===== src/rtl/ras_pkg.sv =====
package ras_pkg;
  // request pattern seen by the pointer control: {push, pop}
  typedef enum logic [1:0] {
    OP_IDLE = 2'b00,
    OP_POP  = 2'b01,
    OP_PUSH = 2'b10,
    OP_SWAP = 2'b11
  } stack_op_e;
endpackage


===== src/rtl/ras_ptr_ctrl.sv =====
module ras_ptr_ctrl
  import ras_pkg::*;
#(
  parameter int DEPTH = 6,
  localparam int PTR_W = (DEPTH > 1) ? $clog2(DEPTH) : 1,
  localparam int CNT_W = $clog2(DEPTH + 1)
) (
  input  logic             clk,
  input  logic             rst,
  input  logic             push_i,
  input  logic             pop_i,
  output logic [PTR_W-1:0] wr_addr_o,
  output logic [PTR_W-1:0] rd_addr_o,
  output logic             full_o,
  output logic             underflow_o
);
  logic [PTR_W-1:0] top_q, top_d, prev_slot, next_slot;
  logic [CNT_W-1:0] cnt_q, cnt_d;
  logic             empty, unf_d;
  stack_op_e        op;

  assign empty     = (cnt_q == '0);
  assign prev_slot = (top_q == '0) ? PTR_W'(DEPTH - 1) : top_q - PTR_W'(1);
  assign next_slot = (top_q == PTR_W'(DEPTH - 1)) ? '0 : top_q + PTR_W'(1);
  assign rd_addr_o = empty ? top_q : prev_slot;
  assign op        = stack_op_e'({push_i, pop_i});

  always_comb begin
    top_d     = top_q;
    cnt_d     = cnt_q;
    wr_addr_o = top_q;
    unf_d     = 1'b0;
    unique case (op)
      OP_PUSH: begin
        top_d = next_slot;
        if (cnt_q != CNT_W'(DEPTH)) cnt_d = cnt_q + CNT_W'(1);
      end
      OP_POP: begin
        if (empty) unf_d = 1'b1;
        else begin
          top_d = prev_slot;
          cnt_d = cnt_q - CNT_W'(1);
        end
      end
      OP_SWAP: begin
        if (empty) begin
          unf_d = 1'b1;
          top_d = next_slot;
          cnt_d = CNT_W'(1);
        end else begin
          wr_addr_o = prev_slot;
        end
      end
      default: ;
    endcase
  end

  always_ff @(posedge clk) begin
    if (rst) begin
      top_q       <= '0;
      cnt_q       <= '0;
      full_o      <= 1'b0;
      underflow_o <= 1'b0;
    end else begin
      top_q       <= top_d;
      cnt_q       <= cnt_d;
      full_o      <= (cnt_d == CNT_W'(DEPTH));
      underflow_o <= unf_d;
    end
  end
endmodule


===== src/rtl/ras_mem.sv =====
module ras_mem #(
  parameter int DEPTH  = 6,
  parameter int ADDR_W = 13,
  localparam int PTR_W = (DEPTH > 1) ? $clog2(DEPTH) : 1
) (
  input  logic              clk,
  input  logic              rst,
  input  logic              we_i,
  input  logic [PTR_W-1:0]  wa_i,
  input  logic [ADDR_W-1:0] wd_i,
  input  logic              re_i,
  input  logic [PTR_W-1:0]  ra_i,
  output logic [ADDR_W-1:0] rd_o
);
  logic [ADDR_W-1:0] slots [DEPTH];

  always_ff @(posedge clk) begin
    if (we_i) slots[wa_i] <= wd_i;
  end

  // read-before-write: a same-cycle pop sees the old top
  always_ff @(posedge clk) begin
    if (rst)       rd_o <= '0;
    else if (re_i) rd_o <= slots[ra_i];
  end
endmodule


===== src/rtl/ras_irq_guard.sv =====
module ras_irq_guard (
  input  logic clk,
  input  logic rst,
  input  logic irq_req_i,
  input  logic call_i,
  input  logic ret_i,
  input  logic full_i,
  output logic take_o,
  output logic ack_o
);
  logic pend_q, want;

  assign want   = pend_q | irq_req_i;
  assign take_o = want & ~call_i & (~full_i | ret_i);

  always_ff @(posedge clk) begin
    if (rst) begin
      pend_q <= 1'b0;
      ack_o  <= 1'b0;
    end else begin
      pend_q <= want & ~take_o;
      ack_o  <= take_o;
    end
  end
endmodule


===== src/rtl/ret_addr_stack.sv =====
module ret_addr_stack #(
  parameter int ADDR_W = 13,
  parameter int DEPTH  = 6,
  localparam int PTR_W = (DEPTH > 1) ? $clog2(DEPTH) : 1
) (
  input  logic              clk,
  input  logic              rst,
  input  logic              call_i,
  input  logic              irq_req_i,
  input  logic              ret_i,
  input  logic [ADDR_W-1:0] pc_i,
  output logic [ADDR_W-1:0] ret_addr_o,
  output logic              irq_ack_o,
  output logic              full_o,
  output logic              underflow_o
);
  logic             take_irq, push;
  logic [PTR_W-1:0] wr_addr, rd_addr;

  assign push = call_i | take_irq;

  ras_irq_guard u_guard (
    .clk(clk), .rst(rst), .irq_req_i(irq_req_i), .call_i(call_i),
    .ret_i(ret_i), .full_i(full_o), .take_o(take_irq), .ack_o(irq_ack_o)
  );

  ras_ptr_ctrl #(.DEPTH(DEPTH)) u_ctrl (
    .clk(clk), .rst(rst), .push_i(push), .pop_i(ret_i),
    .wr_addr_o(wr_addr), .rd_addr_o(rd_addr),
    .full_o(full_o), .underflow_o(underflow_o)
  );

  ras_mem #(.DEPTH(DEPTH), .ADDR_W(ADDR_W)) u_mem (
    .clk(clk), .rst(rst), .we_i(push), .wa_i(wr_addr), .wd_i(pc_i),
    .re_i(ret_i), .ra_i(rd_addr), .rd_o(ret_addr_o)
  );
endmodule


===== config.mk =====
export PLATFORM = sky130hd
export DESIGN_NAME = ret_addr_stack
export DESIGN_NICKNAME = d
export VERILOG_FILES = /design/src/rtl/ras_pkg.sv /design/src/rtl/ras_ptr_ctrl.sv /design/src/rtl/ras_mem.sv /design/src/rtl/ras_irq_guard.sv /design/src/rtl/ret_addr_stack.sv
export SDC_FILE = /design/constraint.sdc
export NUM_CORES = 1
export LEC_CHECK = 0
export BUFFER_PORTS_ARGS = -buffer_cell sky130_fd_sc_hd__buf_2
export CELL_PAD_IN_SITES_DETAIL_PLACEMENT = 0
export CELL_PAD_IN_SITES_GLOBAL_PLACEMENT = 2
export CORE_MARGIN = 4
export CORE_UTILIZATION = 44
export DETAILED_ROUTE_END_ITERATION = 16
export PLACE_DENSITY_LB_ADDON = 0.1
export RECOVER_POWER = 100
export SLEW_MARGIN = 20
export SYNTH_ARGS = -nofsm -noshare
export SYNTH_HDL_FRONTEND = slang
export SYNTH_SLANG_ARGS = --single-unit

===== constraint.sdc =====
create_clock -name clk -period 6.75 [get_ports clk]
set_input_delay 0.675 -clock clk [delete_from_list [all_inputs] [get_ports clk]]
set_output_delay 0.675 -clock clk [all_outputs]
set_load 0.05 [all_outputs]

# Word-level counts from Yosys, hierarchy flattened
# Memory sizes are Yosys's and may differ from the RTL's. A register that Yosys moved wholly into a read port is not among the register bits.
# Index checks and enable logic that the tools add are counted.
# op_classes
addsub,4
n_reduce_logical,6
n_bitwise,10
mux,13
n_eq_ne,7
# ops
operator,count
$mux W3,8
$pmux W3 S3,2
$add A3 B1 Y3 const B,2
$eq A3 B3 Y1 const B,2
$logic_not A3 Y1,2
$sub A3 B1 Y3 const B,2
$eq A2 B2 Y1 const B,2
$not A1 Y1,4
$reduce_or A2 Y1,2
$and A1 B1 Y1,3
$mux W1,3
$ne A3 B3 Y1 const B,1
$or A1 B1 Y1,3
$reduce_bool A3 Y1,1
$eq A2 B1 Y1 const B,1
$ne A2 B1 Y1 const B,1
$reduce_and A2 Y1,1
# totals
n_memories,1
out_inout_bits,16
regBits,10
ram_bits,78
elab_cells,47
in_bits,18
# memory_table
memory,depth,word_bits,read_ports,rd_clocked_by_memory_dff,wr,line_no,rtl
u_mem.slots,6,13,1,1,1,ras_mem.sv:15,logic [ADDR_W-1:0] slots [DEPTH];

# Longest topological paths before layout
# Gate-level depths: netlist of run 1.
# logic_depth
ltp_word,8
ltp_mapped,13
depth_no_buf,8

# Cells and area by module
# A second synthesis of run 1 with hierarchy kept.
# unflattened
cells_unflattened,290
hier_area_um2,4214.0
# modules_own_cells
module,cells_each,area_each_um2,instances,seq_area_each_um2
ras_mem,193,3417.0,1,2602.5
ras_ptr_ctrl,88,713.2,1,160.2
ras_irq_guard,8,77.6,1,40.0
ret_addr_stack,1,6.3,1,0.0

# Worst setup path before layout of run 1
# No wires, ideal clock.
# synth_timing
path_type,reg2reg
startpoint,register u_ctrl.top_q[0]
endpoint,memory u_mem.slots[1][0] (enable)
period_less_slack_ps,3572
stages_incl_launch_ff,13
arrival_ps,3173
path_slack_ps,3178
setup_time_ps,400
path_buffers,6
required_ps,6350
path_cell_list,dfxtp_1 > buf_4 > clkbuf_1 > buf_2 > buf_1 > nor2_1 > ha_1 > clkbuf_1 > nand2b_1 > mux2i_4 > buf_8 > mux2_2 > nor3_1
# synth_between
elab_chain_len,4
word_cells_on_any_way,5
classes_between,add/sub: 1; mux: 3; reduce/logical: 1
# synth_rtl
element,line_no,rtl
start: declaration,ras_ptr_ctrl.sv:17,"logic [PTR_W-1:0] top_q, top_d, prev_slot, next_slot;"
start signal: assignment,ras_ptr_ctrl.sv:65,top_q <= top_d;
$sub A3 B1 Y3 / $logic_not A3 Y1 (equally long branches),ras_ptr_ctrl.sv:23,assign prev_slot = (top_q == '0) ? PTR_W'(DEPTH - 1) : top_q - PTR_W'(1);
$mux W3,ras_ptr_ctrl.sv:23,
$mux W3,ras_ptr_ctrl.sv:46,if (empty) begin
$mux W3 *,ras_ptr_ctrl.sv:33,unique case (op)
end: declaration,ras_mem.sv:15,
# Every way passes the cells marked *; elsewhere a longest branch is shown, timed or not.

# Final worst setup path of run 1
# layout_timing
startpoint,register u_ctrl.cnt_q[0]
endpoint,memory u_mem.slots[0][8] (enable)
# layout_between
elab_chain_len,3
# layout_rtl
element,line_no,rtl
start: declaration,ras_ptr_ctrl.sv:18,"logic [CNT_W-1:0] cnt_q, cnt_d;"
start signal: assignment,ras_ptr_ctrl.sv:66,cnt_q <= cnt_d;
$logic_not A3 Y1,ras_ptr_ctrl.sv:22,assign empty = (cnt_q == '0);
$mux W3,ras_ptr_ctrl.sv:46,
$mux W3,ras_ptr_ctrl.sv:33,
# Every way passes these cells.

==> results of run 1 <==
flip-flops by register name (all words and copies together), names as in the netlist:
register	count
u_ctrl.top_q	3
u_mem.rd_o	13
u_ctrl.cnt_q	3
u_guard.pend_q	1
u_ctrl.underflow_o	1
u_ctrl.full_o	1
u_guard.ack_o	1
u_mem.slots	78
cells in the mapped netlist, types with 2 or more instances:
cell type  instances
edfxtp_1          78
nor2_1            37
nand2_1           36
a21oi_1           29
o21a_1            24
a211oi_1          23
dfxtp_1           23
clkbuf_1          20
mux2i_1           16
o21ai_0           15
or3_1             15
a211oi_2           6
buf_2              6
ha_1               6
inv_1              6
nand2b_1           6
nor3_1             6
o221a_1            6
o221a_2            6
o311ai_0           6
o311ai_1           6
buf_4              3
nand3_1            3
a21o_1             2
a22o_1             2
a31oi_1            2
buf_1              2
buf_6              2
mux2i_4            2
nor2b_1            2
nor4_1             2
o211ai_1           2
o2bb2ai_1          2
o32a_1             2
power by group:
group          switching, uW  internal (uW)
registers               30.6            746
clock network            232            144
logic                    331            146
cell type report:
| type | instances | share of cell area |
|---|---|---|
| clock buffer | 9 | 0.0236 |
| clock inverter | 7 | 0.0128 |
| inverter | 8 | 0.00619 |
| multi-input combinational | 286 | 0.362 |
| sequential | 101 | 0.533 |
| tap | 140 | 0.0333 |
| timing repair buffer | 37 | 0.0295 |
path summary, 6_finish.rpt:
path	to	slack [ns]	cells after the start
setup / recovery	u_mem.slots[0][8]	1.47	8
hold / removal	u_mem.rd_o[7]	0.49	2
setup reg to reg	u_mem.slots[0][8]	1.47	8
hold reg to reg	u_mem.rd_o[7]	0.49	2
cell usage in the layout, fill, tap and decap left out, types with 4 or more instances in the layout:
master,count
o221a_2,6
ha_1,6
nor3_1,6
buf_2,4
nor2_1,37
nand2_1,36
a211oi_1,27
o221a_1,6
o311ai_0,6
o21a_1,24
clkbuf_1,30
o311ai_1,6
mux2i_1,17
nand2b_1,6
or3_1,15
edfxtp_1,78
dfxtp_1,23
inv_1,6
o21ai_0,15
clkbuf_8,9
a21oi_1,28
cells by family (layout without fill, tap and decap cells):
group / Yosys count / count (layout) / share of synthesized area
AO/OA/AOI/OAI: 145 / 145 / 0.220
buffers and inverters: 42 / 61 / 0.0416
AND/OR/NAND/NOR: 116 / 116 / 0.112
adder cells (fa/ha/maj): 6 / 6 / 0.0152
flip-flops: 101 / 101 / 0.568
multiplexers: 19 / 19 / 0.0438
metrics by stage:
step | cells | hold WS [ns] | instance area (um^2) | power, uW
global placement | 572 | 0.456 | 5150 | 1280
global route | 588 | 0.520 | 5260 | 1720
detailed placement | 572 | 0.467 | 5150 | 1280
finish | 588 | 0.494 | 5260 | 1630
CTS | 588 | 0.493 | 5350 | 1650
floorplan | 429 | 0.550 | 4940 | 1160
worst max-delay path, stage by stage, from the launching register on:
cell	delay, ns
dfxtp_1	0.32
inv_1	0.15
ha_1	0.20
nor2b_4	0.85
inv_4	0.46
mux2i_1	1.43
mux2_1	0.36
nand2_1	0.12
nor2_1	0.98
per-layer routing:
layer	track usage	share of wire	up-vias
li1	-	-	1679
met1	0.295	0.50	1700
met2	0.267	0.43	102
met3	0.0329	0.063	9
met4	0.0570	0.0091	0
met5	0	0	-
==> metrics.md, run 1 <==
| Metric | Value |
|---|---|
| Via/cell ratio | between 5 and 6 |
| Die width | 114 um |
| Worst-Skew Late Latency | between 0.3 and 0.4 ns |
| Mean Syn Cell Area | around 12 um^2 |
| Clock Sinks | just over 100 |
| Total wire length | 11900 um |
| Max transition margin | -0.347 |
| Most used flip-flop cell after synthesis | edfxtp_1 |
| Area of the multi-input gates | roughly 0.0019 mm^2 |
| Pwr/cell area | 310 mW/mm^2 |
| Post-route ant nets | 0 |
| Status | finished, violations left |
| ANT cells | 0 |
| Worst slew pin tran | ~2 ns |
| EDFF count, synth | slightly below 80 |
| Hold Crit Start | u_mem.rd_o[7] |
| Fillers | 1013 |
| Final #Nets | between 400 and 500 |
| CP required | about 6.7 ns |
| Fraction of registers with async set/reset | 0 |
| Minimum clock period | roughly 5.3 ns |
| Post-Syn Instances | between 400 and 500 |
| Synth top area cells | edfxtp_1 (47%), dfxtp_1 (9.3%), o21a_1 (3.6%), a211oi_1 (3.5%), mux2i_1 (3.2%) |
| First-pass GRT wire length | 19000 um |
| Setup crit end kind | flip-flop |
| Setup WS pre-CTS | around 2.3 ns |
| Post-CTS Resized | 0 |
| Fmax | 0.189 GHz |
| Initial antenna violation count | 0 |
| Postcts setup bufs | 0 |
| Die Ht | 114 um |
| Worst-path fanout max | 47 |
| CTS Buf Count | 9 |
| Clock-pin slew on the worst setup and hold paths | 0.11 ns |
| Worst hold path class | flip-flop to flip-flop |
| Final worst slack | 1.47 ns |
| CTS tree | yes |
| Sequential share of the synthesized area | 0.568 |
| Failing checks | max-capacitance violations, max-slew violations |
| Die area | roughly 0.013 mm^2 |
| Worst R2R Start | u_ctrl.cnt_q[0] |
| Final Max Tran Viols | 101 |
| RSZ-0062 raised after global routing | false |
| Grt total ovfl | 0 |
| Routed vias | 3490 |
| Dominant cell type by area after synthesis | edfxtp_1 |
| Critical setup path kind | flip-flop to flip-flop |
| Core Region | around 0.011 mm^2 |
| Clk root buf | clkbuf_8 |
| Worst-case clock buffer depth | 2 |
| Final estimated routing congestion in global placement | around 0.77 |
| Vias in the first global route | approximately 3.3k |
| # hold bufs at CTS | 0 |
| Layout cell share with drive strength beyond 1 | 0.0826 |
| Pin count of the biggest net entering global routing | 54 |
| Final setup viols | 0 |
| Row count | 38 |
| I/O pin count | 34 |
| Crit path launch | u_ctrl.cnt_q[0] |
| H-tree level count | 3 |
| Startpoint types | flip-flop |
| Yosys warning count | 0 |
| First-pass DRT Iterations | 5 |
| Worst Path Arrival | roughly 5.3 ns |
| 1st-iter DRT viols | approximately 330 |
| Yosys reg bits | about 100 |
| Util after Layout | 0.483 |
| Final Hold Fails | 0 |
| Period Utilization, post-route | 0.782 |
| Dpl hpwl | 7430 um |
| Storage cell area | roughly 0.0028 mm^2 |
| Mapped cell area | approximately 0.0049 mm^2 |
| Leak | 0.00172 uW |
| DR DRC count | 0 |
| Total track usage | 0.189 |
| PortBufs | 33 |
| Sum Neg Setup Slack | 0 ns |
| Setup skew after layout | between 0.01 and 0.015 ns |
| Drt wl/cell | 20.3 um |
| Starting Density | 0.453 |
| Yosys cell types | between 50 and 60 |
| Peak VDD IR | 159 uV |
| Share of the synthesized area in the top cell type | 0.474 |
| Syn nets | 453 |
| MaxCap Viol Count | 5 |
| Area grow syn2layout | 6.51% |
No activity file was read; power rests on OpenSTA's default activity.
==> inputs of run 2 (changes only) <==
--- a/config.mk
+++ b/config.mk
@@ -5,11 +5,12 @@
 export SDC_FILE = /design/constraint.sdc
 export NUM_CORES = 1
 export LEC_CHECK = 0
+export ABC_AREA = 1
 export BUFFER_PORTS_ARGS = -buffer_cell sky130_fd_sc_hd__buf_2
 export CELL_PAD_IN_SITES_DETAIL_PLACEMENT = 0
 export CELL_PAD_IN_SITES_GLOBAL_PLACEMENT = 2
 export CORE_MARGIN = 4
-export CORE_UTILIZATION = 44
+export CORE_UTILIZATION = 38
 export DETAILED_ROUTE_END_ITERATION = 16
 export PLACE_DENSITY_LB_ADDON = 0.1
 export RECOVER_POWER = 100
==> constraint.sdc (replaced) <==
create_clock -name clk -period 5.2 [get_ports clk]
set_input_delay 0.52 -clock clk [delete_from_list [all_inputs] [get_ports clk]]
set_output_delay 0.52 -clock clk [all_outputs]
set_load 0.05 [all_outputs]
==> run 2 against run 1 <==
- the flow now finishes without violations
- first-iteration DRC count down 22%
- synthesized area shrank 6.8%
- non-clock buffer count fell by 3
- sequential share of layout area grew 2.4 points
- die area is 7.4% higher
- via count shrank 7.0%
- clock skew shrank 0.0039 ns
- critical endpoint is now u_mem.slots[2][2]
==> metrics.md, run 2 <==
| Metric | Value |
|---|---|
| Yosys cell types | 28 (-53%) |
| I/O pin count | 34 (unchanged) |
| Setup crit end kind | flip-flop |
| Status | completed |
| Worst-path fanout max | 22 (-53%) |
| Worst-Skew Late Latency | 0.34 ns (-0.03 ns) |
| Die width | 118 um (+3.6%) |
| Sequential share of the synthesized area | 0.609 (+0.0414) |
| Worst-case clock buffer depth | 2 (unchanged) |
| Core Region | 0.0116 mm^2 (+6.7%) |
| Post-CTS Resized | 0 (unchanged) |
| Top-count cell post-synth | nand2_1 |
| Yosys warning count | 0 (unchanged) |
| Routed vias | 3244 (-7.0%) |
| Dpl hpwl | 8050 um (+8.3%) |
| Worst R2R Start | u_ctrl.cnt_q[0] |
| Fraction of registers with async set/reset | 0 (unchanged) |
| Max transition margin | 0.0900 (+0.437) |
| Postcts setup bufs | 0 (unchanged) |
| Via/cell ratio | 4.96 (-16%) |
| Layout cell share with drive strength beyond 1 | 0.0607 (-0.0219) |
| Worst hold path class | flip-flop to flip-flop |
| Top Registers | u_mem.slots: 78 flops, u_mem.rd_o: 13 flops |
| Post-route ant nets | 0 (unchanged) |
| Hold Path Cell Cnt | 2 (unchanged) |
| GRT met3 Usage | 0.0346 (+0.00171) |
| Sum Neg Setup Slack | 0 ns (unchanged) |
| CTS Buf Count | 9 (unchanged) |
| Largest register FFs | 78 (unchanged) |
| R2R Setup Slk | 1.73 ns (+0.26 ns) |
| Dominant cell type by area after synthesis | edfxtp_1 |
| Busiest metal layer after global routing | met2 |
| Storage cell area | 0.00280 mm^2 (unchanged) |
| M2 GR Usage | 0.269 (+0.00180) |
| Row count | 39 (+2.6%) |
| Final Max Tran Viols | 0 (-100%) |
| WP buf/inv | 2 (unchanged) |
| R2r endpoint | u_mem.slots[4][10] |
| Initial antenna violation count | 0 (unchanged) |
| Critical Path Max Stage Delay | 0.89 ns (-0.54 ns) |
| Fmax | roughly 0.26 GHz |
| Clk root buf | clkbuf_16 |
| Mean Syn Cell Area | 9.53 um^2 (-17%) |
| Final Hold Fails | 0 (unchanged) |
| Util after Layout | 0.434 (-0.0494) |
| RSZ-0062 raised after global routing | false |
| Final #Nets | 530 (+13%) |
| ANT cells | 0 (unchanged) |
| Die Ht | 118 um (+3.6%) |
| Most used flip-flop cell after synthesis | edfxtp_1 |
| Vias in the first global route | 3046 (-8.0%) |
| Total track usage | 0.165 (-0.0241) |
| CTS tree | yes |
| Placed Area | 0.00481 mm^2 (-6.7%) |
| Period Utilization, post-route | 0.753 |
| First-pass GRT wire length | 17400 um (-8.2%) |
| PortBufs | 33 (unchanged) |
| Setup skew after layout | 0.00888 ns (-0.00394 ns) |
| Peak VDD IR | 213 uV (+34%) |
| # hold bufs at CTS | 0 (unchanged) |
| Commonest cells post-synth | nand2_1 (123), nand3_1 (95), edfxtp_1 (78) |
| Post-Syn Instances | 483 (+13%) |
| Leak | 0.00209 uW (+21%) |
| CP cell instances | clkbuf_1 -> inv_1 -> nand2_1 -> nand2_1 -> nand2_1 -> nand2_1 -> nand2_1 -> o21ai_0 -> or2_0 -> nor2_1 |
| Pin count of the biggest net entering global routing | 38 (-30%) |
| Commonest cells after routing, fill and taps aside | nand2_1 (128), nand3_1 (95), edfxtp_1 (78), inv_1 (58), clkbuf_1 (30) |
| Grt met1 use | 0.222 (-0.0726) |
| Fillers | 1154 (+14%) |
| H-tree level count | 3 (unchanged) |
| Commonest non-fill, non-tap cell in the layout | nand2_1 |
| Starting Density | 0.396 (-0.0572) |
| CP top delay family | simple AND/OR/NAND/NOR gates |
| R2R cell count | 8 (unchanged) |
| Drt wl/cell | 17.4 um (-14%) |
| Grt total ovfl | 0 (unchanged) |
| Final setup viols | 0 (unchanged) |
| Critical setup path kind | input port to flip-flop |
| Total wire length | 11400 um (-4.7%) |
| Syn nets | 507 (+12%) |
| Startpoint types | input port |
| Clock Sinks | 101 (unchanged) |
| Die area | 0.0139 mm^2 (+7.4%) |
| Area grow syn2layout | 9.43% |
| Share of the synthesized area in the top cell type | 0.509 (+0.0346) |
| First-pass DRT Iterations | 5 (unchanged) |
| Final estimated routing congestion in global placement | 0.799 (+3.7%) |
| Mapped cell area | 0.00460 mm^2 (-6.8%) |
| Reg with most FFs | u_mem.slots |
| Worst Path Arrival | 3.87 ns (-1.39 ns) |
| EDFF count, synth | 78 (unchanged) |
| MaxCap Viol Count | 0 (-5) |
| Clock-pin slew on the worst setup and hold paths | 0.07 ns (-0.04 ns) |
| Area of the multi-input gates | 0.00141 mm^2 (-26%) |
| Hold Crit Start | u_mem.rd_o[8] |
| CP max stage cell | nor2_1 |
| Final instance area | 0.00504 mm^2 (-4.2%) |
| Synth top area cells | edfxtp_1 (51%), nand3_1 (10%), nand2_1 (10%), dfxtp_1 (10%), inv_1 (4.6%) |
| CP required | 5.16 ns (-1.57 ns) |
| CP most frequent cell | nand2_1 |
| Pwr/cell area | 432 mW/mm^2 (+39%) |
| 1st-iter DRT viols | 254 (-22%) |
| Minimum clock period | between 3 and 4 ns |
| Worst hold endpoint | u_mem.rd_o[8] |
| Worst slew pin tran | 1.36 ns (-0.643 ns) |
| DR DRC count | 0 (unchanged) |
| Yosys reg bits | 101 (unchanged) |
==> run 2: cell count changes after synthesis, moves of 14 or more <==
cell	change
a21oi_1	-15
nand2_1	+87
nor2_1	-14
or3_1	-15
mux2i_1	-16
o21a_1	-24
inv_1	+51
nand3_1	+92
clkbuf_1	-14
a211oi_1	-23
==> run 2: cell type report <==
class / instances / area share
flip-flops and latches: 101 / 0.557
multi-input cells: 299 / 0.280
inverters: 61 / 0.0460
clock buffers: 9 / 0.0447
well taps: 143 / 0.0355
repair buffers: 34 / 0.0268
clock inverters: 7 / 0.0109
==> run 2: worst max-delay path by stage <==
stage	from	to	slack (ns)	depth (start not counted)
finish	ret_i	u_mem.slots[2][2]	1.29	10
global route	ret_i	u_mem.slots[2][2]	0.83	10
CTS	u_ctrl.cnt_q[0]	u_mem.slots[5][10]	1.83	8
detailed placement	ret_i	u_mem.slots[2][6]	1.82	10
global placement	ret_i	u_mem.slots[0][9]	1.92	10
floorplan	u_ctrl.cnt_q[0]	u_mem.slots[2][0]	2.79	9
==> run 2: worst reg2reg max path, cell delays in order, from the launching register on <==
cell     delay [ns]
dfxtp_1        0.34
inv_1          0.15
ha_1           0.24
nand2_1        0.32
o21ai_2        0.62
inv_2          0.28
o21ai_1        0.21
nand2_1        0.10
nor2_1         0.83
==> run 2: per-layer routing <==
layer,up-vias,wire length [um]
li1,1643,-
met1,1493,5160
met2,93,5390
met3,15,644
met4,0,170
met5,-,0
==> run 2: cell families (layout without fill, tap and decap cells) <==
kind of cell / Yosys count / in the layout / share of synthesized area
compound gates: 30 / 30 / 0.0340
xor+xnor: 4 / 4 / 0.00761
fa+ha+maj: 6 / 6 / 0.0163
buf+inv: 83 / 111 / 0.0818
flops: 101 / 101 / 0.609
simple gates: 259 / 259 / 0.251
==> run 2: through the flow <==
stage / instances / total power [uW] / worst slack, ns / hold slack (ns)
2_1_floorplan: 483 / 1430 / 2.79 / 0.498
3_3_place_gp: 638 / 1580 / 1.92 / 0.451
3_5_place_dp: 638 / 1580 / 1.82 / 0.455
4_1_cts: 654 / 2210 / 1.83 / 0.464
5_1_grt: 654 / 2310 / 0.825 / 0.494
6_report: 654 / 2180 / 1.29 / 0.465
==> run 2: power by group <==
part	total (uW)	internal, uW	switching (uW)
clock network	632	331	302
logic	548	132	416
registers	997	964	32.7
total	2180	1430	750
